[config.mk]
export PLATFORM = sky130hd
export DESIGN_NAME = tmr_cmp_wavegen
export DESIGN_NICKNAME = d
export VERILOG_FILES = /design/src/rtl/tmr_pkg.sv /design/src/rtl/tmr_counter.sv /design/src/rtl/tmr_cmp_buf.sv /design/src/rtl/tmr_wave_ch.sv /design/src/rtl/tmr_cmp_wavegen.sv
export SDC_FILE = /design/constraint.sdc
export NUM_CORES = 1
export LEC_CHECK = 0
export ABC_CLOCK_PERIOD_IN_PS = 11400
export CELL_PAD_IN_SITES_DETAIL_PLACEMENT = 0
export CELL_PAD_IN_SITES_GLOBAL_PLACEMENT = 1
export CORE_MARGIN = 1.5
export CORE_UTILIZATION = 40
export CTS_CLUSTER_DIAMETER = 40
export CTS_CLUSTER_SIZE = 40
export DETAILED_ROUTE_END_ITERATION = 8
export PLACE_DENSITY_LB_ADDON = 0.12
export SETUP_SLACK_MARGIN = 0.4
export SLEW_MARGIN = 40
export SYNTH_ARGS = -nofsm -noshare
export SYNTH_HDL_FRONTEND = slang
export SYNTH_HIERARCHICAL = 1
export SYNTH_SLANG_ARGS = --single-unit
export TNS_END_PERCENT = 5
[constraint.sdc]
create_clock -name clk -period 11.4 [get_ports clk]
set_input_delay 2.85 -clock clk [delete_from_list [all_inputs] [get_ports clk]]
set_output_delay 2.85 -clock clk [all_outputs]
set_load 0.005 [all_outputs]
[src/rtl/tmr_pkg.sv]
// Shared types and decode helpers for the compare waveform timer.
// Assumes a three-bit waveform select whose bit 2 picks TOP from compare A.
package tmr_pkg;

    // Operating family of the counter
    typedef enum logic [1:0] {
        FAM_NORMAL = 2'd0,
        FAM_CTC    = 2'd1,
        FAM_FAST   = 2'd2,
        FAM_PHASE  = 2'd3
    } tmr_fam_e;

    localparam int unsigned NUM_CH = 2;

    // Map the waveform select onto a family; reserved codes run as free count
    function automatic tmr_fam_e tmr_decode(input logic [2:0] sel);
        tmr_fam_e f;
        case (sel)
            3'b001, 3'b101: f = FAM_PHASE;
            3'b011, 3'b111: f = FAM_FAST;
            3'b010:         f = FAM_CTC;
            default:        f = FAM_NORMAL;
        endcase
        return f;
    endfunction

    // True for both PWM families
    function automatic logic tmr_is_pwm(input tmr_fam_e f);
        return (f == FAM_FAST) || (f == FAM_PHASE);
    endfunction

endpackage

[src/rtl/tmr_counter.sv]
// Counter core: holds the count and the up/down direction, works out TOP,
// and flags the tick at TOP and the overflow tick. The count only moves on
// cycles where tick is high. Assumes the count stays at or below TOP in the
// PWM families. The overflow pulse is registered, one cycle after its tick.
module tmr_counter
    import tmr_pkg::*;
#(
    parameter int unsigned W = 8
) (
    input  logic         clk,
    input  logic         rst_n,
    input  logic         tick,
    input  tmr_fam_e     fam,
    input  logic         top_sel,
    input  logic [W-1:0] cmp_a_eff,
    output logic [W-1:0] cnt,
    output logic [W-1:0] top,
    output logic         at_top,
    output logic         next_up,
    output logic         ovf_evt
);

    localparam logic [W-1:0] MAXV = {W{1'b1}};

    logic         up;
    logic [W-1:0] cnt_nx;
    logic         ovf_nx;

    // Pick TOP: compare A for clear-on-match or when bit 2 selects it
    always_comb begin
        if (fam == FAM_CTC || (tmr_is_pwm(fam) && top_sel))
            top = cmp_a_eff;
        else
            top = MAXV;
    end

    assign at_top = (cnt == top);

    // Direction of the step the next tick performs
    always_comb begin
        if (fam == FAM_PHASE) begin
            if (at_top)
                next_up = 1'b0;
            else if (cnt == '0)
                next_up = 1'b1;
            else
                next_up = up;
        end else begin
            next_up = 1'b1;
        end
    end

    // Next count and overflow condition for each family
    always_comb begin
        cnt_nx = cnt + 1'b1;
        ovf_nx = 1'b0;
        unique case (fam)
            FAM_NORMAL: begin
                ovf_nx = (cnt == MAXV);
            end
            FAM_CTC: begin
                if (at_top) cnt_nx = '0;
                ovf_nx = (cnt == MAXV);
            end
            FAM_FAST: begin
                if (at_top) cnt_nx = '0;
                ovf_nx = at_top;
            end
            FAM_PHASE: begin
                if (top == '0)
                    cnt_nx = '0;
                else if (!next_up)
                    cnt_nx = cnt - 1'b1;
                ovf_nx = (cnt == '0) && !up;
            end
        endcase
    end

    // Count, direction and overflow pulse registers
    always_ff @(posedge clk) begin
        if (!rst_n) begin
            cnt     <= '0;
            up      <= 1'b1;
            ovf_evt <= 1'b0;
        end else begin
            ovf_evt <= tick && ovf_nx;
            if (tick) begin
                cnt <= cnt_nx;
                up  <= next_up;
            end
        end
    end

    AST_IDLE_HOLD: assert property (@(posedge clk) disable iff (!rst_n)
        !tick |=> ($stable(cnt) && !ovf_evt));
    AST_FREE_WRAP: assert property (@(posedge clk) disable iff (!rst_n)
        (tick && fam == FAM_NORMAL && cnt == MAXV) |=> (cnt == '0 && ovf_evt));
    AST_FAST_RESTART: assert property (@(posedge clk) disable iff (!rst_n)
        (tick && fam == FAM_FAST && at_top) |=> (cnt == '0 && ovf_evt));
    AST_PHASE_TURN: assert property (@(posedge clk) disable iff (!rst_n)
        (tick && fam == FAM_PHASE && up && at_top && top != '0)
        |=> (cnt == $past(top) - 1'b1 && !up));

endmodule

[src/rtl/tmr_cmp_buf.sv]
// Compare holding register for one channel. In the PWM families it takes
// the compare input only on a tick taken at TOP. Otherwise it follows the
// input each cycle and the effective value is the input itself, so a write
// acts on the very next tick.
module tmr_cmp_buf #(
    parameter int unsigned W = 8
) (
    input  logic         clk,
    input  logic         rst_n,
    input  logic         tick,
    input  logic         pwm,
    input  logic         at_top,
    input  logic [W-1:0] cmp_in,
    output logic [W-1:0] eff
);

    logic [W-1:0] held;

    // Reload the held copy outside PWM or at the TOP tick
    always_ff @(posedge clk) begin
        if (!rst_n)
            held <= '0;
        else if (!pwm || (tick && at_top))
            held <= cmp_in;
    end

    assign eff = pwm ? held : cmp_in;

    AST_HELD_STABLE: assert property (@(posedge clk) disable iff (!rst_n)
        (pwm && !(tick && at_top)) |=> $stable(held));

endmodule

[src/rtl/tmr_wave_ch.sv]
// Output stage for one compare channel. It updates the waveform level from
// the action field, the family, the TOP tick and the step direction, then
// chooses between the waveform and the port value for the pin. IS_A enables
// the channel A rules: toggle in PWM when bit 2 of the select is set, and
// ignore the match when the held compare equals TOP.
module tmr_wave_ch
    import tmr_pkg::*;
#(
    parameter int unsigned W    = 8,
    parameter bit          IS_A = 1'b0
) (
    input  logic         clk,
    input  logic         rst_n,
    input  logic         tick,
    input  tmr_fam_e     fam,
    input  logic         top_sel,
    input  logic [1:0]   mode,
    input  logic [W-1:0] cnt,
    input  logic [W-1:0] top,
    input  logic         at_top,
    input  logic         next_up,
    input  logic [W-1:0] eff,
    input  logic         port,
    input  logic         dir,
    output logic         pin,
    output logic         pin_oe,
    output logic         cmp_evt
);

    logic wave, wave_nx;
    logic match, pwm, tog_ok, special, conn;

    assign pwm     = tmr_is_pwm(fam);
    assign match   = tick && (cnt == eff);
    assign tog_ok  = IS_A && top_sel;
    assign special = IS_A && pwm && mode[1] && (eff == top);
    assign conn    = (mode != 2'b00) && !(pwm && mode == 2'b01 && !tog_ok);

    // Next waveform level from the family and the action field
    always_comb begin
        wave_nx = wave;
        unique case (fam)
            FAM_NORMAL, FAM_CTC: begin
                if (match) begin
                    case (mode)
                        2'b01:   wave_nx = !wave;
                        2'b10:   wave_nx = 1'b0;
                        2'b11:   wave_nx = 1'b1;
                        default: wave_nx = wave;
                    endcase
                end
            end
            FAM_FAST: begin
                if (mode == 2'b01) begin
                    if (tog_ok && match) wave_nx = !wave;
                end else if (mode[1]) begin
                    if (tick && at_top)
                        wave_nx = !mode[0];
                    else if (match && !special)
                        wave_nx = mode[0];
                end
            end
            FAM_PHASE: begin
                if (mode == 2'b01) begin
                    if (tog_ok && match) wave_nx = !wave;
                end else if (mode[1]) begin
                    if (special) begin
                        if (tick && at_top) wave_nx = !mode[0];
                    end else if (match) begin
                        wave_nx = next_up ? mode[0] : !mode[0];
                    end
                end
            end
        endcase
    end

    // Waveform level and compare pulse registers
    always_ff @(posedge clk) begin
        if (!rst_n) begin
            wave    <= 1'b0;
            cmp_evt <= 1'b0;
        end else begin
            wave    <= wave_nx;
            cmp_evt <= match;
        end
    end

    assign pin    = conn ? wave : port;
    assign pin_oe = dir;

    AST_FAST_TOP_LEVEL: assert property (@(posedge clk) disable iff (!rst_n)
        (tick && fam == FAM_FAST && mode[1] && at_top) |=> (wave == !$past(mode[0])));
    AST_NONPWM_SET: assert property (@(posedge clk) disable iff (!rst_n)
        (match && !pwm && mode == 2'b11) |=> wave);
    AST_NONPWM_CLR: assert property (@(posedge clk) disable iff (!rst_n)
        (match && !pwm && mode == 2'b10) |=> !wave);
    AST_WAVE_IDLE: assert property (@(posedge clk) disable iff (!rst_n)
        !tick |=> ($stable(wave) && !cmp_evt));

endmodule

[src/rtl/tmr_cmp_wavegen.sv]
// Top of the compare waveform timer. It contains one counter core and, per
// channel, a compare holding register and an output stage. Channel A's
// effective compare sets TOP where the waveform select asks for it.
// Assumes cnt_en is already a prescaled single-cycle strobe.
module tmr_cmp_wavegen
    import tmr_pkg::*;
#(
    parameter int unsigned W = 8
) (
    input  logic         clk,
    input  logic         rst_n,
    input  logic         cnt_en,
    input  logic [2:0]   wgm,
    input  logic [1:0]   mode_a,
    input  logic [1:0]   mode_b,
    input  logic [W-1:0] cmp_a,
    input  logic [W-1:0] cmp_b,
    input  logic         port_a,
    input  logic         port_b,
    input  logic         dir_a,
    input  logic         dir_b,
    output logic         pin_a,
    output logic         pin_a_oe,
    output logic         pin_b,
    output logic         pin_b_oe,
    output logic [W-1:0] count,
    output logic         ovf_evt,
    output logic         cmpa_evt,
    output logic         cmpb_evt
);

    tmr_fam_e     fam;
    logic         top_sel;
    logic [W-1:0] top;
    logic         at_top, next_up;

    logic [1:0]   mode_v [NUM_CH];
    logic [W-1:0] cmp_v  [NUM_CH];
    logic [W-1:0] eff_v  [NUM_CH];
    logic         port_v [NUM_CH];
    logic         dir_v  [NUM_CH];
    logic         pin_v  [NUM_CH];
    logic         oe_v   [NUM_CH];
    logic         evt_v  [NUM_CH];

    assign fam     = tmr_decode(wgm);
    assign top_sel = wgm[2];

    assign mode_v[0] = mode_a;  assign mode_v[1] = mode_b;
    assign cmp_v[0]  = cmp_a;   assign cmp_v[1]  = cmp_b;
    assign port_v[0] = port_a;  assign port_v[1] = port_b;
    assign dir_v[0]  = dir_a;   assign dir_v[1]  = dir_b;

    tmr_counter #(.W(W)) u_cnt (
        .clk       (clk),
        .rst_n     (rst_n),
        .tick      (cnt_en),
        .fam       (fam),
        .top_sel   (top_sel),
        .cmp_a_eff (eff_v[0]),
        .cnt       (count),
        .top       (top),
        .at_top    (at_top),
        .next_up   (next_up),
        .ovf_evt   (ovf_evt)
    );

    for (genvar ch = 0; ch < NUM_CH; ch++) begin : g_ch
        tmr_cmp_buf #(.W(W)) u_buf (
            .clk    (clk),
            .rst_n  (rst_n),
            .tick   (cnt_en),
            .pwm    (tmr_is_pwm(fam)),
            .at_top (at_top),
            .cmp_in (cmp_v[ch]),
            .eff    (eff_v[ch])
        );

        tmr_wave_ch #(.W(W), .IS_A(ch == 0)) u_wave (
            .clk     (clk),
            .rst_n   (rst_n),
            .tick    (cnt_en),
            .fam     (fam),
            .top_sel (top_sel),
            .mode    (mode_v[ch]),
            .cnt     (count),
            .top     (top),
            .at_top  (at_top),
            .next_up (next_up),
            .eff     (eff_v[ch]),
            .port    (port_v[ch]),
            .dir     (dir_v[ch]),
            .pin     (pin_v[ch]),
            .pin_oe  (oe_v[ch]),
            .cmp_evt (evt_v[ch])
        );
    end

    assign pin_a    = pin_v[0];
    assign pin_b    = pin_v[1];
    assign pin_a_oe = oe_v[0];
    assign pin_b_oe = oe_v[1];
    assign cmpa_evt = evt_v[0];
    assign cmpb_evt = evt_v[1];

    AST_EVT_AFTER_TICK: assert property (@(posedge clk) disable iff (!rst_n)
        (ovf_evt || cmpa_evt || cmpb_evt) |-> $past(cnt_en));

endmodule

==> impl_results.md <==
- Cells after Synth: 351
- Syn avg cell area: 8.20 um^2
- Hold wc startpoint: g_ch[0].u_buf/held[2]$_SDFFE_PN0P_
- Hold path depth: 2
- Worst-path clk slew: 0.06 ns
- Post-DP HPWL: 5040 um
- Critical path class: primary input to output port
- Antenna violations before repair: 0
- Crit-path max cell delay: 0.60 ns
- Via count of the first global-routing pass: 2479
- Num CTS Buffers: 5
- CTS tree: built
- Antenna diode count: 0
- WL/cell: 15.1 um
- DRT antenna net count: 0
- CTS root buffer: clkbuf_8
- Synth warn: 6
- Max Slew Vio Count: 0
- Dpl ws: 3.73 ns
- Total track usage: 19.6%
- Share of cells above drive strength 1: 12.9%
- Width of the die: 87.8 um
- Mapped Nets: 393
- Period minus WS final: 7.67 ns
- Fmax: 130 MHz
- Final Hold Viols: 0
- First-pass GRT wire length: 11800 um
- R2R Setup Slk: 8.33 ns
- Crit start category: primary input
- Worst hold path class: flop to flop
- IO Count: 45
- Port buffer count: 40
- Main synth FF type: dfxtp_1
- Setup slack after layout: 3.73 ns
- Worst endpoint data arrival time: 4.82 ns
- Area of the die: 7720 um^2
- Hold endpoint: g_ch[0].u_buf/held[2]$_SDFFE_PN0P_
- Largest net degree at the start of global routing: 53
- Slowest-stage cell, CP: clkdlybuf4s50_1
- RSZ-0062 raised after global routing: no
- Async SR Flop Fraction: 0%
- Status: finished clean
- Reg-to-Reg End: g_ch[0].u_wave/wave$_SDFFE_PN0P_
- Vias: 2577
- Worst-path fanout max: 7
- Layout Skew: 0.00741 ns
- Fin nets: 421
- Post-synthesis sequential area ratio: 20.9%
- Seq cells post-synth: 30
- Setup TNS: 0 ns
- Routability cong.: 0.841
- DR DRC count: 0
- Post-CTS Resized: 0
- Synth Cell Area: 2880 um^2
- VDD IR max: 0.0000382 V
- Overflow after GRT: 0
- CTS Buffer Depth: 2
- Pwr dens: 88.3 nW/um^2
- Num rows: 30
- Detailed Routing Iterations Pass 1: 4
- CP required: 8.55 ns
- Post-cts hold buffer count: 0
- Initial Util: 41.9%
- Placed insts: 468
- H-tree level count: 2
- Crit. End Element: output port
- Fin crit share: 67.3%
- Max_cap viols: 0
- Die height: 87.8 um
- Core area: 6870 um^2
- Setup violations, final: 0
- EDFF count, synth: 0
- Lkg Pwr: 0.00132 uW
- Cell mode on critical path: clkdlybuf4s50_1
- DRT iter0 DRCs: 107
- Worst path cell trace: clkdlybuf4s50_1 > inv_1 > ha_1 > a31oi_1 > mux2_2 > clkdlybuf4s50_1
- Clock Sinks: 30
- Area grow syn2layout: 16.8%
- Final std cells w/o fill: 476
- Worst skew pair latency: 0.29 ns
- Vias per inst: 5.41
- Max-slew headroom: 50.7%
- Final WL: 7190 um
- Synth cell types: 62
- Post-CTS Setup Bufs: 0
- R2R Path Start: u_cnt/cnt[2]$_SDFFE_PN0P_
- Actual slew at the worst max-slew pin: 0.740 ns
- Hold Worst Slack: 0.463 ns
- R2R depth: 11
Yosys cell counts, types with 2 or more instances:
| library cell | number | area [um^2] |
|---|---|---|
| nand2_1 | 57 | 214 |
| dfxtp_1 | 30 | 601 |
| mux2i_1 | 23 | 230 |
| xnor2_1 | 21 | 184 |
| mux2_2 | 19 | 214 |
| nand3_1 | 16 | 80.1 |
| inv_1 | 15 | 56.3 |
| a21oi_1 | 14 | 70.1 |
| nor2_1 | 14 | 52.6 |
| xor2_1 | 13 | 114 |
| ha_1 | 12 | 150 |
| nand2b_1 | 9 | 56.3 |
| nor3_1 | 7 | 35.0 |
| buf_2 | 6 | 30.0 |
| clkbuf_1 | 6 | 22.5 |
| nor4_1 | 6 | 37.5 |
| and3_1 | 5 | 31.3 |
| o21ai_0 | 5 | 25.0 |
| o22ai_1 | 4 | 25.0 |
| a31oi_1 | 3 | 18.8 |
| buf_4 | 3 | 22.5 |
| buf_6 | 3 | 33.8 |
| nand4_1 | 3 | 18.8 |
| nor4_2 | 3 | 37.5 |
| nor4bb_1 | 3 | 30.0 |
| o21a_1 | 3 | 22.5 |
| o21ai_1 | 3 | 15.0 |
| o221ai_1 | 3 | 26.3 |
| a211oi_1 | 2 | 15.0 |
| a21boi_4 | 2 | 37.5 |
| a32o_1 | 2 | 20.0 |
| buf_8 | 2 | 30.0 |
| clkbuf_2 | 2 | 10.0 |
| nor3b_1 | 2 | 15.0 |
| o311ai_0 | 2 | 17.5 |
| o31a_1 | 2 | 17.5 |
how the worst max path moves through the flow:
stage / from / to / slack [ns]
5_1_grt: mode_a[1] / pin_a / 3.66
3_3_place_gp: mode_a[1] / pin_a / 3.77
2_1_floorplan: wgm[0] / pin_a / 4.75
4_1_cts: mode_a[1] / pin_a / 3.73
3_5_place_dp: mode_a[1] / pin_a / 3.73
6_report: mode_a[1] / pin_a / 3.73
metal layers:
metal	GRT usage [%]	wire [um]	part of all wire, %
met5	0	0	0
met3	2.92	203	2.8
met2	34.0	3480	48
met1	25.0	3400	47
met4	6.06	102	1.4
cell type report:
type / count / area, um^2
Sequential cell: 30 / 601
Multi-Input combinational cell: 283 / 2070
Fill cell: 708 / 3510
Clock inverter: 1 / 5.00
Inverter: 16 / 61.3
Clock buffer: 7 / 86.3
Tap cell: 96 / 120
Timing Repair Buffer: 43 / 418
per-stage QoR:
step	area, um^2	util, %	power [uW]
after floorplan	2880	-	182
after global placement	3270	47.6	207
after detailed placement	3270	47.6	207
after CTS	3360	48.9	300
after global routing	3360	49.0	314
final	3360	49.0	297
cell families after synthesis:
family	after synthesis	synth area share, %
and+or+nand+nor	137	25.2
xor gates and xnor gates	34	10.3
DFF	30	20.9
muxes	44	16.3
adders and majority gates	12	5.21
AOI/OAI and AO/OA	56	14.7
buffers and inverters	38	7.30
layout by cell type (no fill, tap or decap), drive strengths merged, types with 4 or more instances in the layout:
cell,count
a21oi,15
and3,6
clkbuf,8
clkdlybuf4s50,39
dfxtp,30
ha,12
inv,15
mux2,21
mux2i,23
nand2,57
nand2b,9
nand3,16
nand4,4
nor2,14
nor3,8
nor4,9
o21ai,9
o22ai,4
xnor2,21
xor2,13
power breakdown:
group | leakage, uW | switching [uW] | internal (uW) | total [uW]
registers | 0.000246 | 5.66 | 110 | 115
clock network | 0.0000482 | 43.4 | 48.7 | 92.1
logic | 0.00103 | 45.6 | 44.2 | 89.7
total | 0.00132 | 94.6 | 202 | 297
worst max-delay path: cells and delay by family:
family,cells,cell delay [ns]
buffers and inverters,3,1.15
multiplexers,1,0.35
adder cells (fa/ha/maj),1,0.26
AO/OA/AOI/OAI,1,0.21
state kept, by name (all words and copies together), names as in the netlist:
name / flops
u_cnt/cnt: 8
u_cnt/up: 1
u_cnt/ovf_evt: 1
g_ch.u_buf/held: 16
g_ch.u_wave/cmp_evt: 2
g_ch.u_wave/wave: 2
(Power assumes the default switching activity.)
